$ cat src/rtl/avg_seq_pkg.sv
package avg_seq_pkg;

    localparam int NUM_ST   = 7;
    localparam int ST_IDLE  = 0;
    localparam int ST_CLEAR = 1;
    localparam int ST_DONE  = 2;
    localparam int ST_ADD   = 3;
    localparam int ST_WAIT  = 4;
    localparam int ST_ACK   = 5;
    localparam int ST_STEP  = 6;

    typedef logic [NUM_ST-1:0] onehot_t;

    typedef struct packed {
        logic clear;
        logic add;
        logic ack;
        logic step;
        logic done;
    } ctl_t;

endpackage

$ cat src/rtl/avg_ctrl.sv
module avg_ctrl
    import avg_seq_pkg::*;
(
    input  logic    clk,
    input  logic    rst,
    input  logic    start,
    input  logic    last,
    output onehot_t state,
    output ctl_t    ctl
);

    typedef struct packed {
        onehot_t st;
    } reg_t;

    localparam onehot_t IDLE_CODE = onehot_t'(1) << ST_IDLE;

    reg_t r_d, r_q;

    always_comb begin
        r_d = r_q;
        r_d.st[ST_IDLE]  = (r_q.st[ST_IDLE] & ~start) | r_q.st[ST_DONE];
        r_d.st[ST_CLEAR] = r_q.st[ST_IDLE] & start;
        r_d.st[ST_ADD]   = r_q.st[ST_CLEAR] | r_q.st[ST_STEP];
        r_d.st[ST_WAIT]  = r_q.st[ST_ADD];
        r_d.st[ST_ACK]   = r_q.st[ST_WAIT];
        r_d.st[ST_STEP]  = r_q.st[ST_ACK] & ~last;
        r_d.st[ST_DONE]  = r_q.st[ST_ACK] & last;
    end

    always_ff @(posedge clk) begin
        if (rst) begin
            r_q.st <= IDLE_CODE;
        end else begin
            r_q <= r_d;
        end
    end

    always_comb begin
        ctl.clear = r_q.st[ST_CLEAR];
        ctl.add   = r_q.st[ST_ADD];
        ctl.ack   = r_q.st[ST_ACK];
        ctl.step  = r_q.st[ST_STEP];
        ctl.done  = r_q.st[ST_DONE];
    end

    assign state = r_q.st;

endmodule

$ cat src/rtl/avg_count.sv
module avg_count #(
    parameter int N = 16
) (
    input  logic clk,
    input  logic rst,
    input  logic clear,
    input  logic step,
    output logic last
);

    localparam int CNT_W = (N > 2) ? $clog2(N) : 1;
    localparam logic [CNT_W-1:0] LAST_IDX = CNT_W'(N - 1);

    typedef struct packed {
        logic [CNT_W-1:0] cnt;
    } reg_t;

    reg_t r_d, r_q;

    always_comb begin
        r_d = r_q;
        if (clear) begin
            r_d.cnt = '0;
        end else if (step) begin
            r_d.cnt = r_q.cnt + CNT_W'(1);
        end
    end

    always_ff @(posedge clk) begin
        if (rst) begin
            r_q.cnt <= '0;
        end else begin
            r_q <= r_d;
        end
    end

    assign last = (r_q.cnt == LAST_IDX);

endmodule

$ cat src/rtl/avg_accum.sv
module avg_accum #(
    parameter int DATA_W = 8,
    parameter int LOG2_N = 4
) (
    input  logic              clk,
    input  logic              rst,
    input  logic              clear,
    input  logic              add,
    input  logic              load_out,
    input  logic [DATA_W-1:0] din,
    output logic [DATA_W-1:0] mean
);

    localparam int SUM_W = DATA_W + LOG2_N;

    typedef struct packed {
        logic [SUM_W-1:0]  sum;
        logic [DATA_W-1:0] mean;
    } reg_t;

    reg_t r_d, r_q;

    always_comb begin
        r_d = r_q;
        if (clear) begin
            r_d.sum = '0;
        end else if (add) begin
            r_d.sum = r_q.sum + SUM_W'(din);
        end
        if (load_out) begin
            r_d.mean = r_q.sum[SUM_W-1 -: DATA_W];
        end
    end

    always_ff @(posedge clk) begin
        if (rst) begin
            r_q.sum  <= '0;
            r_q.mean <= '0;
        end else begin
            r_q <= r_d;
        end
    end

    assign mean = r_q.mean;

endmodule

$ cat src/rtl/seq_averager.sv
module seq_averager
    import avg_seq_pkg::*;
#(
    parameter int DATA_W = 8,
    parameter int LOG2_N = 4
) (
    input  logic              clk,
    input  logic              rst,
    input  logic              start,
    input  logic [DATA_W-1:0] sample_in,
    output logic              sample_taken,
    output logic [DATA_W-1:0] mean_out,
    output logic              mean_valid
);

    localparam int N = 1 << LOG2_N;

    onehot_t state_q;
    ctl_t    ctl;
    logic    last;

    avg_ctrl u_ctrl (
        .clk   (clk),
        .rst   (rst),
        .start (start),
        .last  (last),
        .state (state_q),
        .ctl   (ctl)
    );

    avg_count #(.N(N)) u_count (
        .clk   (clk),
        .rst   (rst),
        .clear (ctl.clear),
        .step  (ctl.step),
        .last  (last)
    );

    avg_accum #(.DATA_W(DATA_W), .LOG2_N(LOG2_N)) u_accum (
        .clk      (clk),
        .rst      (rst),
        .clear    (ctl.clear),
        .add      (ctl.add),
        .load_out (ctl.ack & last),
        .din      (sample_in),
        .mean     (mean_out)
    );

    assign sample_taken = ctl.ack;
    assign mean_valid   = ctl.done;

endmodule

$ cat config.mk
export PLATFORM = sky130hd
export DESIGN_NAME = seq_averager
export DESIGN_NICKNAME = d
export VERILOG_FILES = /design/src/rtl/avg_seq_pkg.sv /design/src/rtl/avg_ctrl.sv /design/src/rtl/avg_count.sv /design/src/rtl/avg_accum.sv /design/src/rtl/seq_averager.sv
export SDC_FILE = /design/constraint.sdc
export NUM_CORES = 1
export LEC_CHECK = 0
export CAP_MARGIN = 20
export CORE_UTILIZATION = 40
export CTS_BUF_LIST = sky130_fd_sc_hd__clkbuf_8
export DETAILED_ROUTE_END_ITERATION = 16
export PLACE_DENSITY_LB_ADDON = 0.2
export REMOVE_ABC_BUFFERS = 1
export SLEW_MARGIN = 10
export SYNTH_ARGS = -nofsm -noshare
export SYNTH_HDL_FRONTEND = slang
export SYNTH_SLANG_ARGS = --single-unit
$ cat constraint.sdc
create_clock -name clk -period 4.5 [get_ports clk]
set_input_delay 0.9 -clock clk [delete_from_list [all_inputs] [get_ports clk]]
set_output_delay 0.9 -clock clk [all_outputs]
set_load 0.005 [all_outputs]
==> results of run 1 <==
==> cells in the mapped netlist <==
cell type	number	area, um^2
a21o_1	5	37.5
nand2b_1	1	6.26
a211o_1	1	8.76
nor3_1	4	20.0
o21ai_0	10	50.1
and3_1	3	18.8
or4_1	1	7.51
ha_1	9	113
nand2_1	29	109
nor2b_1	2	12.5
a311oi_1	1	8.76
nor3b_1	1	7.51
xor2_1	2	17.5
o41ai_1	1	8.76
a31oi_1	1	6.26
o211a_1	1	10.0
nand4_1	4	25.0
o211ai_1	2	15.0
or2_0	1	6.26
buf_2	3	15.0
a21oi_1	15	75.1
nor2_1	17	63.8
xnor2_1	3	26.3
and2_1	1	6.26
dfxtp_1	31	621
buf_4	9	67.6
clkbuf_1	3	11.3
a211oi_1	3	22.5
or3_1	2	12.5
buf_6	1	11.3
inv_1	5	18.8
o2111ai_1	3	26.3
o21a_1	2	15.0
fa_1	1	20.0
a2111oi_0	1	8.76
mux2i_1	5	50.1
clkinv_1	1	3.75
nand3_1	13	65.1
o31ai_1	1	7.51
nor4b_1	1	8.76
==> per-layer routing <==
| layer | wire length, um | vias to the layer above | GRT usage |
|---|---|---|---|
| met5 | 0 | - | 0 |
| met1 | 1730 | 681 | 0.223 |
| met4 | 71 | 0 | 0.0798 |
| li1 | - | 721 | - |
| met3 | 127 | 7 | 0.0517 |
| met2 | 1670 | 19 | 0.305 |
==> cell type report <==
cell class                 instances  share of cell area
multi-input combinational        147               0.476
sequential                        31               0.330
timing repair buffer              20               0.106
clock buffer                       5              0.0366
tap                               48              0.0319
inverter                           6              0.0120
clock inverter                     3             0.00665
==> worst paths after layout <==
path / from / end / depth (start not counted)
setup / recovery: rst / u_accum.r_q[15] / 4
hold / removal: u_ctrl.state[0] / u_ctrl.state[1] / 2
setup reg to reg: u_accum.r_q[9] / u_accum.r_q[15] / 5
hold reg to reg: u_ctrl.state[0] / u_ctrl.state[1] / 2
==> stage by stage <==
stage          total power [W]  area, um^2
3_5_place_dp          0.000342        1800
5_1_grt               0.000565        1880
6_report              0.000540        1880
4_1_cts               0.000546        1880
3_3_place_gp          0.000340        1800
2_1_floorplan         0.000320        1540
==> state kept, by name, indices dropped and copies added (netlist names) <==
name,cells
u_accum.mean,8
u_accum.r_q,12
u_count.r_q,4
u_ctrl.state,7
==> power groups by stage <==
stage                     registers, W  clock network, W  logic (W)
after floorplan               0.000288                 0  0.0000322
after detailed placement      0.000290                 0  0.0000525
after CTS                     0.000284          0.000209  0.0000528
final                         0.000284          0.000203  0.0000530
after global routing          0.000284          0.000222  0.0000590
after global placement        0.000289                 0  0.0000508
==> cells by family (layout without fill, tap and decap cells) <==
family                     Yosys count  count (layout)
and+or+nand+nor                     80              80
AOI/OAI and AO/OA                   47              47
DFF                                 31              31
buffers and inverters               22              34
adders and majority gates           10              10
xor gates and xnor gates             5               5
muxes                                5               5
==> critical path, stage by stage <==
cell             delay (ns)
clkdlybuf4s50_1        0.87
or2_0                  0.79
a2111oi_0              0.16
a211o_1                0.31
==> flow_summary_export.csv, run 1 <==
group,metric,value,unit
route,vias,1428,
sta,fin_ws,1.64,ns
clock_tree,root_buffer,"clkbuf_8",
synthesis,synth-compound-area-share,0.183,
sta,layout_worst_path_cycle_share,0.636,
layout,utilization,0.495,
placed_design,port_buffers,20,
placed_design,place_hpwl,2670,um
pwr,powerDensity,287,nW/um^2
sta,skew,0.00549,ns
worst_hold_path,hold_class,"reg2reg",
clock_tree,cts_sinks,31,
synthesis,synth-seq-area-share,0.377,
pwr,p_int,0.000405,W
sta,fin_crit,2.86,ns
layout,drive_above_1_share,0.0283,
layout,final_common_cell,"dfxtp_1",
pwr,switching_share,0.249,
synthesis,synth_fa_ha_area_frac,0.0807,
sta,hold_violations,0,
sta,rsz0062_at_grt,"false",
synthesis,synth.avg_cell_area,8.22,um^2
global_routing,grt_start_max_net_pins,20,
floorplan,die_h,66.1,um
sta,hold_slack,0.433,ns
synthesis,yosys_warnings,0,
sta,slew_headroom,0.384,
pwr,comb_power_share,0.098,
layout,finalNetCount,232,
synthesis,synth_cell_types,40,
clock_tree,clock_latency,0.28,ns
clock_tree,cts_buffers,5,
layout,fill_cells,368,
synthesis,netlist_instances,200,
global_routing,antenna_found_initial,0,
critical_path,r2r_slack,2.63,ns
pwr,vdd_drop_max,0.000144,V
global_routing,grtUsageTotal,0.185,
route,drt_iter0_drc,52,
sta,worst_slew_pin_slew,0.924,ns
critical_path,critPathMaxFanout,19,
outcome,status,"finished clean",
route,avgRoutedWirePerCell,13.8,um
floorplan,die_area,4370,um^2
pwr,p_switching,0.000135,W
floorplan,coreArea,3800,um^2
critical_path,start_kind,"primary input",
sta,maxSlewViolCount,0,
global_routing,grt_pass1_vias,1320,
pwr,leakage,0.751,nW
layout,area_growth,14.4,%
layout,layout_common_cells,"dfxtp_1, nand2_1, clkdlybuf4s50_1",
layout,n_antenna_cell,0,
route,wirelength,3600,um
placed_design,gp_congestion,0.860,
floorplan,chipWidth,66.1,um
sta,max_freq,349,MHz
clock_tree,ctsLongestPathBuffers,2,
floorplan,io_pins,21,
layout,instances_no_fill,260,
clock_tree,post-cts-setup-buffers,0,
synthesis,synth_seq_cells,31,
route,ant_nets,0,
synthesis,synth_area,1640,um^2
critical_path,criticalPathCategory,"in2reg",
sta,setup_viol,0,
route,first_pass_iters,4,
pwr,clkPwrFrac,0.376,
layout,multi_input_area,896,um^2
route,via_per_inst,5.49,
global_routing,grt_pass1_wl,5950,um
synthesis,synthMuxAreaShare,0.0304,
synthesis,synthXorXnorAreaFrac,0.0266,
global_routing,gr-total-overflow,0,
clock_tree,cts_tree,"built",
synthesis,yosys.area_share.simple,0.225,
clock_tree,hold_buffers,0,
clock_tree,post_cts_resize_count,0,
placed_design,preCtsSetupSlack,1.37,ns
sta,setup_tns,0,ns
route,drc,0,
critical_path,worstPathArrival,3.03,ns
synthesis,synth_top_family_by_area,"simple AND/OR/NAND/NOR gates",
job,max_cap_viol_count,0,
critical_path,worstSetupEndpointType,"flop",
floorplan,placementRows,22,
clock_tree,htreeDepth,2,
placed_design,dpl.cell_count,252,
clock_tree,path_clk_slew,0.06,ns
pwr,seqPwrFrac,0.526,
layout,regArea,621,um^2
critical_path,crit_required,4.67,ns
floorplan,initial_core_util,0.433,
Note: power is estimated with default switching activity, not from simulation.
==> inputs of run 2 (changes only) <==
==> constraint.sdc (replaced) <==
create_clock -name clk -period 2.7 [get_ports clk]
set_input_delay 0.54 -clock clk [delete_from_list [all_inputs] [get_ports clk]]
set_output_delay 0.54 -clock clk [all_outputs]
set_load 0.005 [all_outputs]
==> run 2 against run 1 <==
Effect of this change: combinational power grew 75%; clock skew decreased by 0.00052 ns; clock power rose by 130%; sequential share of layout area fell by 1.0 points; worst setup slack got worse by 1.2 ns; global-route usage fell by 0.75 points; first-iteration DRC count down 15%; utilization rose by 1.5 points; critical path depth grew 2; non-clock buffer count up 3; largest cell class unchanged; largest power group unchanged.
==> flow_summary_export.csv, run 2 (synthesis results as in run 1) <==
group,metric,value,unit
outcome,status,"finished clean",
layout,finalNetCount,235,
route,drc,0,
global_routing,top_usage_layer,"met2",
floorplan,coreArea,3800,um^2
global_routing,grtUsageTotal,0.177,
route,vias,1435,
route,wirelength,3520,um
critical_path,criticalPathCategory,"in2reg",
sta,skew,0.00498,ns
critical_path,rr_endpoint,"u_accum.r_q[15]",
layout,area_growth,18.0,%
route,first_pass_iters,4,
layout,utilization,0.511,
critical_path,r2r_slack,0.83,ns
sta,setup_viol,0,
global_routing,grt_pass1_wl,5930,um
critical_path,critPathMaxFanout,4,
clock_tree,root_buffer,"clkbuf_8",
placed_design,dpl.cell_count,255,
pwr,powerDensity,534,nW/um^2
route,via_per_inst,5.46,
route,drt_iter0_drc,44,
floorplan,io_pins,21,
sta,worst_slew_pin_slew,0.620,ns
pwr,clkPwrFrac,0.454,
layout,drive_above_1_share,0.0512,
sta,maxSlewViolCount,0,
layout,n_antenna_cell,0,
critical_path,worstPathArrival,2.49,ns
global_routing,gr-usage-met1,0.224,
clock_tree,path_clk_slew,0.07,ns
floorplan,die_area,4370,um^2
pwr,leakage,0.777,nW
sta,layout_worst_path_cycle_share,0.839,
placed_design,place_hpwl,2560,um
layout,largest_register_ffs,12,
pwr,p_int,0.000804,W
clock_tree,cts_buffers,5,
sta,fin_ws,0.434,ns
critical_path,worstSetupEndpointType,"flop",
pwr,seqPwrFrac,0.457,
floorplan,placementRows,22,
floorplan,initial_core_util,0.433,
layout,layout_common_cells,"dfxtp_1, nand2_1, clkdlybuf4s50_1",
placed_design,gp_congestion,0.880,
critical_path,crit_end,"u_accum.r_q[15]",
floorplan,chipWidth,66.1,um
sta,hold_slack,0.430,ns
layout,instances_no_fill,263,
clock_tree,htreeDepth,2,
clock_tree,post_cts_resize_count,0,
global_routing,grt_pass1_vias,1323,
pwr,switching_share,0.223,
clock_tree,cts_tree,"built",
critical_path,r2r_cells,5,
clock_tree,hold_buffers,0,
sta,max_freq,441,MHz
global_routing,grt_start_max_net_pins,19,
sta,slew_headroom,0.586,
clock_tree,clock_latency,0.28,ns
sta,setup_tns,0,ns
layout,final_common_cell,"dfxtp_1",
clock_tree,ctsLongestPathBuffers,2,
sta,fin_crit,2.27,ns
global_routing,gr-total-overflow,0,
layout,fill_cells,382,
pwr,comb_power_share,0.089,
layout,top_register,"u_accum.r_q",
placed_design,port_buffers,20,
route,avgRoutedWirePerCell,13.4,um
pwr,vdd_drop_max,0.000213,V
global_routing,use_met3,0.0431,
clock_tree,post-cts-setup-buffers,0,
sta,rsz0062_at_grt,"false",
global_routing,use_met2,0.287,
placed_design,preCtsSetupSlack,0.178,ns
critical_path,start_kind,"primary input",
floorplan,die_h,66.1,um
critical_path,critical_path.startpoint,"sample_in[1]",
critical_path,crit_required,2.93,ns
global_routing,antenna_found_initial,0,
pwr,p_switching,0.000231,W
critical_path,r2r-start,"u_accum.r_q[9]",
sta,hold_violations,0,
job,max_cap_viol_count,0,
worst_hold_path,hold_class,"reg2reg",
route,ant_nets,0,
clock_tree,cts_sinks,31,
[run 2: layout make-up]
type                    count  area [um^2]  share of cell area
repair buffers             23          223               0.115
multi-input cells         147          896               0.462
well taps                  48         60.1              0.0310
flip-flops and latches     31          621               0.320
inverters                   6         22.5              0.0116
clock buffers               6         82.6              0.0426
clock inverters             2         35.0              0.0181
[run 2: worst max-delay path, stage by stage]
cell             delay, ns
clkdlybuf4s50_1       0.46
ha_1                  0.33
a21oi_1               0.23
o2111ai_1             0.23
a2111oi_0             0.54
a211o_1               0.17
[run 2: worst min-delay path by stage]
stage,from,slack (ns),cells past startpoint,end
global route,u_ctrl.state[4],0.45,1,u_ctrl.state[5]
global placement,u_ctrl.state[0],0.42,2,u_ctrl.state[1]
floorplan,u_ctrl.state[0],0.41,2,u_ctrl.state[1]
detailed placement,u_ctrl.state[0],0.43,2,u_ctrl.state[1]
finish,u_ctrl.state[0],0.43,2,u_ctrl.state[1]
CTS,u_ctrl.state[0],0.43,2,u_ctrl.state[1]
[run 2: routing by layer]
| layer | part of all wire | routed length [um] | vias up |
|---|---|---|---|
| met4 | 0.018 | 63 | 0 |
| met1 | 0.48 | 1700 | 654 |
| met5 | 0 | 0 | - |
| met2 | 0.45 | 1580 | 39 |
| met3 | 0.050 | 176 | 10 |
| li1 | - | - | 732 |
[run 2: stage by stage]
step	cell area [um^2]	power, W
3_3_place_gp	1820	0.000573
2_1_floorplan	1540	0.000534
4_1_cts	1940	0.00104
3_5_place_dp	1820	0.000574
6_report	1940	0.00103
5_1_grt	1940	0.00108
[run 2: power groups by stage]
stage	Clock [W]	Sequential [W]	Combinational, W
after floorplan	0	0.000480	0.0000536
after global placement	0	0.000483	0.0000898
after detailed placement	0	0.000483	0.0000909
after CTS	0.000479	0.000472	0.0000918
after global routing	0.000499	0.000473	0.000104
final	0.000469	0.000473	0.0000925
